==> config.mk <==
export PLATFORM = sky130hd
export DESIGN_NAME = xfer_ctrl_unit
export DESIGN_NICKNAME = d
export VERILOG_FILES = /design/src/rtl/xfer_pkg.sv /design/src/rtl/xfer_decode.sv /design/src/rtl/xfer_cond.sv /design/src/rtl/xfer_pc.sv /design/src/rtl/xfer_ctrl_unit.sv
export SDC_FILE = /design/constraint.sdc
export NUM_CORES = 1
export LEC_CHECK = 0
export CAP_MARGIN = 15
export CELL_PAD_IN_SITES_DETAIL_PLACEMENT = 1
export CELL_PAD_IN_SITES_GLOBAL_PLACEMENT = 2
export CORE_MARGIN = 2
export CORE_UTILIZATION = 23
export CTS_CLUSTER_DIAMETER = 120
export DETAILED_ROUTE_END_ITERATION = 16
export GPL_TIMING_DRIVEN = 0
export PLACE_DENSITY_LB_ADDON = 0.25
export SYNTH_ARGS = -nofsm -noshare
export SYNTH_HDL_FRONTEND = slang
export SYNTH_HIERARCHICAL = 1
export SYNTH_SLANG_ARGS = --single-unit
==> constraint.sdc <==
create_clock -name clk -period 3.6 [get_ports clk]
set_input_delay 0.36 -clock clk [delete_from_list [all_inputs] [get_ports clk]]
set_output_delay 0.36 -clock clk [all_outputs]
set_load 0.05 [all_outputs]
==> src/rtl/xfer_pkg.sv <==
package xfer_pkg;

   localparam int OP_W  = 4;
   localparam int IDX_W = 4;
   localparam int LNK_W = 2;

   typedef enum logic [OP_W-1:0] {
      OP_CALL = 4'b0000,
      OP_JMP  = 4'b0001,
      OP_BGT  = 4'b0010,
      OP_BLT  = 4'b0011,
      OP_BEQ  = 4'b0100,
      OP_BGE  = 4'b0101,
      OP_BLE  = 4'b0110,
      OP_BNE  = 4'b0111
   } ctl_op_e;

   typedef struct packed {
      logic is_call;
      logic is_jump;
      logic is_cond;
      logic is_bad;
   } ctl_kind_t;

endpackage

==> src/rtl/xfer_decode.sv <==
module xfer_decode
   import xfer_pkg::*;
(
   input  logic [OP_W-1:0]  op,
   input  logic [1:0]       r_ext,
   output ctl_kind_t        kind
);

   always_comb begin
      kind = '0;
      if (op[OP_W-1]) begin
         kind.is_bad = 1'b1;
      end else begin
         unique case (op)
            OP_CALL: begin
               if (r_ext == 2'b00) kind.is_call = 1'b1;
               else                kind.is_bad  = 1'b1;
            end
            OP_JMP:  kind.is_jump = 1'b1;
            default: kind.is_cond = 1'b1;
         endcase
      end
   end

endmodule

==> src/rtl/xfer_cond.sv <==
module xfer_cond #(
   parameter int DATA_W = 32
) (
   input  logic [2:0]        sel,
   input  logic [DATA_W-1:0] value,
   output logic              hit
);

   logic neg;
   logic zero;

   assign neg  = value[DATA_W-1];
   assign zero = (value == '0);

   always_comb begin
      unique case (sel)
         3'd2:    hit = !neg && !zero;
         3'd3:    hit = neg;
         3'd4:    hit = zero;
         3'd5:    hit = !neg;
         3'd6:    hit = neg || zero;
         3'd7:    hit = !zero;
         default: hit = 1'b0;
      endcase
   end

endmodule

==> src/rtl/xfer_pc.sv <==
module xfer_pc #(
   parameter int PC_W = 20
) (
   input  logic            clk,
   input  logic            rst_n,
   input  logic            load,
   input  logic [PC_W-1:0] target,
   output logic [PC_W-1:0] pc,
   output logic            live
);

   localparam logic [PC_W-1:0] STEP = PC_W'(1);

   always_ff @(posedge clk or negedge rst_n) begin
      if (!rst_n) begin
         pc   <= '0;
         live <= 1'b0;
      end else begin
         live <= 1'b1;
         if (load) pc <= target;
         else      pc <= pc + STEP;
      end
   end

endmodule

==> src/rtl/xfer_ctrl_unit.sv <==
module xfer_ctrl_unit
   import xfer_pkg::*;
#(
   parameter int PC_W   = 20,
   parameter int DISP_W = 20,
   parameter int DATA_W = 32
) (
   input  logic              clk,
   input  logic              rst_n,
   input  logic [3:0]        ctl_op,
   input  logic [3:0]        ctl_r,
   input  logic [3:0]        ctl_x,
   input  logic [DISP_W-1:0] ctl_disp,
   output logic [3:0]        cond_rd_idx,
   output logic [3:0]        base_rd_idx,
   input  logic [DATA_W-1:0] cond_val,
   input  logic [DATA_W-1:0] base_val,
   output logic [PC_W-1:0]   fetch_pc,
   output logic              xfer_taken,
   output logic              link_we,
   output logic [1:0]        link_idx,
   output logic [PC_W-1:0]   link_data,
   output logic              illegal_op
);

   localparam logic [PC_W-1:0] ONE = PC_W'(1);

   if (PC_W < 2 || PC_W > DATA_W) begin : g_bad_pc_w
      $error("xfer_ctrl_unit: PC_W must lie in 2..DATA_W");
   end
   if (DISP_W < 1 || DATA_W < 2) begin : g_bad_widths
      $error("xfer_ctrl_unit: DISP_W and DATA_W too small");
   end

   ctl_kind_t       kind;
   logic            cond_hit;
   logic            live;
   logic [PC_W-1:0] disp_t;
   logic [PC_W-1:0] base_t;
   logic [PC_W-1:0] target;

   // Width adaptation of the displacement into the PC space
   if (DISP_W >= PC_W) begin : g_disp_trunc
      assign disp_t = ctl_disp[PC_W-1:0];
   end else begin : g_disp_ext
      assign disp_t = {{(PC_W-DISP_W){1'b0}}, ctl_disp};
   end
   assign base_t = base_val[PC_W-1:0];
   assign target = disp_t + base_t;

   xfer_decode u_decode (
      .op    (ctl_op),
      .r_ext (ctl_r[3:2]),
      .kind  (kind)
   );

   xfer_cond #(.DATA_W(DATA_W)) u_cond (
      .sel   (ctl_op[2:0]),
      .value (cond_val),
      .hit   (cond_hit)
   );

   xfer_pc #(.PC_W(PC_W)) u_pc (
      .clk    (clk),
      .rst_n  (rst_n),
      .load   (xfer_taken),
      .target (target),
      .pc     (fetch_pc),
      .live   (live)
   );

   assign cond_rd_idx = ctl_r;
   assign base_rd_idx = ctl_x;

   assign xfer_taken = live && (kind.is_jump || kind.is_call ||
                                (kind.is_cond && cond_hit));
   assign link_we    = live && kind.is_call;
   assign link_idx   = ctl_r[1:0];
   assign link_data  = fetch_pc + ONE;
   assign illegal_op = live && kind.is_bad;

endmodule

# Word level (Yosys, flattened, before mapping)
# Cells that the tools add are included.
# totals
latch_bits,0
ramBits,0
mem_bits_ro,0
memories,0
ff_bits,21
# classes
n_addsub,2
n_mux,10
n_eq_ne,7
shifts,0
order_cmp,0
bitwise,0
n_div,0
n_reduce_logical,14
multipliers,0
# ops
operator,count
32-bit zero test,1
"20-bit by 1-bit adder with 20-bit output, second input constant",1
20-bit adder,1
20-bit two-way mux,1
"3-bit equality test, second input constant",4
1-bit two-way mux,7
"3-bit by 2-bit equality test with 1-bit output, second input constant",2
1-bit one-hot mux with 6 select lines,1
1-bit logical AND,5
"4-bit by 1-bit equality test with 1-bit output, second input constant",1
4-bit zero test,1
1-bit logical OR,3
3-bit two-way mux,1
1-bit zero test,2
2-bit zero test,1
2-bit OR reduction,1

# Depth between registers and ports, before layout
# depth
depth_word,8
ltp_mapped,10

# By module
# The synthesis kept the hierarchy.
# by_module_without_submodules
module,instances,area_per_inst_um2,cells_per_inst,seq_area_each_um2
xfer_ctrl_unit,1,1519.0,219,0.0
xfer_pc,1,1217.4,128,525.5
xfer_cond,1,143.9,18,0.0
xfer_decode,1,48.8,7,0.0

# Worst setup path after synthesis
# Ideal clock, no wire load.
# synth_path
path_type,input -> register
start,input cond_val[26]
end,register u_pc.pc[15]
arrival_ns,3.022
n_path_buf,1
required_time_ns,3.474
cell_stages,9
setup_slack_ns,0.452
path_cell_list,nor4_1 -> nand4_1 -> or4b_1 -> nand3_1 -> a211oi_1 -> nor2b_1 -> clkbuf_1 -> nor2_1 -> a311o_1
# synth_via
elab_chain_cells,8
elab_cells_between_ends,9
cone_classes,mux (2); reduce/logical (7)
# synth_lines
element,line,text
start: declaration,xfer_ctrl_unit.sv:16,"input logic [DATA_W-1:0] cond_val,"
32-bit zero test *,xfer_cond.sv:13,assign zero = (value == '0);
1-bit zero test,"xfer_cond.sv:17, xfer_cond.sv:22",
1-bit logical AND,xfer_cond.sv:17,3'd2: hit = !neg && !zero;
1-bit one-hot mux with 6 select lines *,xfer_cond.sv:16,unique case (sel)
named net cond_hit,xfer_ctrl_unit.sv:36,logic cond_hit;
1-bit logical AND *,xfer_ctrl_unit.sv:76,(kind.is_cond && cond_hit));
1-bit logical OR *,xfer_ctrl_unit.sv:75,assign xfer_taken = live && (kind.is_jump || kind.is_call ||
1-bit logical AND *,xfer_ctrl_unit.sv:75,
named net xfer_taken,xfer_ctrl_unit.sv:19,"output logic xfer_taken,"
20-bit two-way mux *,xfer_pc.sv:20,if (load) pc <= target;
end signal: assignment,xfer_pc.sv:20,
end signal: assignment,xfer_pc.sv:21,else pc <= pc + STEP;
end: declaration,xfer_pc.sv:8,"output logic [PC_W-1:0] pc,"
# The timed path passes the listed nets; every way through them passes the cells marked *.

# Worst setup path after layout
# layout_path
start,input cond_val[31]
end,output xfer_taken
# layout_via
elab_chain_cells,7
elab_cells_between_ends,9
cone_classes,mux (1); reduce/logical (8)
# layout_lines
element,line
32-bit zero test,xfer_cond.sv:13
1-bit zero test,"xfer_cond.sv:17, xfer_cond.sv:22"
1-bit logical AND,xfer_cond.sv:17
1-bit one-hot mux with 6 select lines *,xfer_cond.sv:16
named net cond_hit,xfer_ctrl_unit.sv:36
1-bit logical AND *,xfer_ctrl_unit.sv:76
1-bit logical OR *,xfer_ctrl_unit.sv:75
1-bit logical AND *,xfer_ctrl_unit.sv:75
end: declaration,xfer_ctrl_unit.sv:19
# Marked as above.

==> results <==
==> worst max-delay path, stage by stage <==
cell             delay (ns)
clkdlybuf4s50_1        0.49
nor4_1                 0.30
nand4_1                0.16
or4b_1                 0.53
nand3_1                0.11
a211oi_1               0.08
nor2b_2                0.30
dlygate4sd2_1          0.58
==> layer usage <==
metal / track usage (%) / wire (µm)
met1: 17.4 / 4250
met5: 0 / 0
met3: 1.85 / 677
met4: 3.61 / 117
met2: 26.4 / 4860
==> cells by family (layout without fill, tap and decap cells) <==
family | after synthesis | in the layout | share of synthesized area (%)
flip-flops | 21 | 21 | 17.9
adder cells (fa/ha/maj) | 22 | 22 | 9.65
XOR/XNOR | 42 | 42 | 12.6
AND/OR/NAND/NOR | 160 | 160 | 32.4
other | 1 | 1 | 0.128
buffers and inverters | 31 | 167 | 5.38
multiplexers | 5 | 5 | 1.92
AO/OA/AOI/OAI | 90 | 90 | 20.0
==> final cells by class <==
class,count,share of cell area [%]
inverters,14,1.16
clock inverters,1,0.110
repair buffers,132,29.0
flip-flops and latches,21,11.6
plain buffers,17,2.34
clock buffers,3,1.65
multi-input cells,320,49.4
well taps,172,4.73
==> cell usage in the layout (no fill, tap or decap), drive strengths merged, types with 9 or more instances in the layout <==
master           n
a21oi           25
and3            10
buf             13
clkdlybuf4s50  131
dfrtp           21
ha              21
inv             14
nand2           43
nand3           24
nand4           11
nor2            21
nor3             9
nor4            18
o21ai           28
xnor2           27
xor2            15
==> sequential cells by signal, indices dropped and copies added, names as in the netlist <==
register and cells:
u_pc/live 1, u_pc/pc 20
==> metrics by stage <==
step	util, %	hold WS [ns]
after floorplan	-	0.0644
after global placement	35.7	0.636
after detailed placement	35.7	0.636
after CTS	36.3	0.648
after global routing	36.3	0.693
final	36.3	0.634
==> path summary, 6_finish.rpt <==
check                           slack [ns]  cells after the start     endpoint
max in group asynchronous             2.37                      1  u_pc/pc[17]
min in group asynchronous             0.64                      1   u_pc/pc[0]
worst min-delay path                  0.63                      2  u_pc/pc[19]
worst max register to register        1.67                      5  u_pc/pc[16]
worst max-delay path                  0.34                      8   xfer_taken
worst min register to register        0.63                      2  u_pc/pc[19]
==> power breakdown <==
part	internal, µW	switching [µW]
registers	318	239
clock network	149	89.8
logic	655	1080
==> what timing repair did <==
action                                  CTS  global route
buffers inserted                          0             0
hold buffers                              0             0
endpoints found under the setup margin    1            13
resized for setup                         1             3
==> summary.txt <==
Outcome
  – Status: complete, no violations

Critical path
  – CP startpoint: cond_val[31]
  – Setup Crit Path Kind: in -> out
  – WP data required: 3.24 ns
  – Critical path startpoint category: input pin
  – Crit path DAT: 2.90 ns
  – Critical path fanouts, max: 7
  – Worst setup EP type: output port
  – R2R Path Start: u_pc/pc[0]

Finish
  – Share of post-route cells with drive strength above 1: approximately a tenth
  – Fill cell count: 1531
  – Layout area overhead: 55.3%
  – N_diodes: 0
  – Multi-input logic area: 0.00225 mm²
  – Seq. cell area: 526 µm²
  – Post-route insts no fill: between 600 and 700
  – Nets: 629
  – Post-route cell area: 0.00455 mm²

Logic synthesis
  – Synth Flop Type: dfrtp_1
  – Synth top area cells: dfrtp_1, ha_1, xnor2_1
  – Post-Syn Area per Cell: 7.87 µm²
  – Top-area cell type share of the netlist area: roughly 18%
  – Synthesized flop and latch total: 21
  – Post-synth EDFFs: 0
  – Post-Synthesis Cells: 372
  – Register area share after synthesis: 17.9%
  – Most instantiated cells after synthesis: nand2_1, xnor2_1, a21oi_1
  – Synth async-reset ratio: 100%
  – Synth Warn #: 6
  – Cell with the most instances after synthesis: nand2_1
  – Mapped Nets: 492
  – Synth area leader: dfrtp_1
  – Synthesized area: 0.00293 mm²
  – Yosys cell types: 67

Placed design
  – Placed cell areas: approximately 0.0045 mm²
  – Placed Cells incl. Taps: 676
  – Pre-CTS WS: -0.173 ns
  – Routability congestion estimate: about 0.78
  – Post-DP HPWL: approximately 8.5 mm
  – IO Port Bufs: approximately 130

Drt
  – Wire length per cell: 14.6 µm
  – DRC Markers: 0
  – Vias: 3241
  – ANT nets after route: 0
  – Routed vias/inst: 4.77
  – Final wirelength: between 9 and 10 mm
  – Detailed Routing Iterations Pass 1: 4
  – DR iter-0 viols: 70

Power and ir drop
  – Max VDD drop: 317 µV
  – Post-layout power: 2530 µW
  – Power per cell area: 557 mW/mm²
  – Leakage: 0.00172 µW

Clocking
  – Clock Sinks: 21
  – Clk_lat worst skew: 0.26 ns
  – TritonCTS clock tree: built
  – Root buf cell: clkbuf_16
  – Clock transition at path regs: 0.06 ns
  – H-tree Lvls: 1
  – Clock buffer depth: 2
  – Inserted Clock Buffers: 3

Hold path
  – Hold wc startpoint: u_pc/pc[18]
  – Type of the worst min-delay path: reg -> reg

Global route
  – Initial antenna violation count: 0
  – GR Overflow Total: 0
  – Wire length of the first global-routing pass: 15.8 mm
  – Vias in the first global route: 3359
  – Tot GR Track Use: 14.3%
  – Pin count of the biggest net entering global routing: 22

Die
  – Initial Utilization: around a quarter
  – Die Y: 117 µm
  – Die width: around 120 µm
  – Core ar.: 0.0125 mm²
  – # IOs: approximately 150
  – Num rows: ~40
  – Die ar.: roughly 0.014 mm²

Timing
  – Period utilization: roughly nine tenths
  – Final WS setup: around 0.34 ns
  – Hold Violations, Final: 0
  – Setup Viol. Count Final: 0
  – Max Clk Rate: 307 MHz
  – Actual transition at the worst max-transition pin: about 0.96 ns
  – Final Max Slew Viols: 0
  – Post-Route Setup TNS: 0 ns
  – RSZ-0062 raised after global routing: no
  – Rel. slew slack: between 30% and 40%
  – Skew final: between 0.002 and 0.0025 ns
  – Tmin final: 3.26 ns

Run
  – Maximum Capacitance Violations: 0
(Power assumes the default switching activity.)
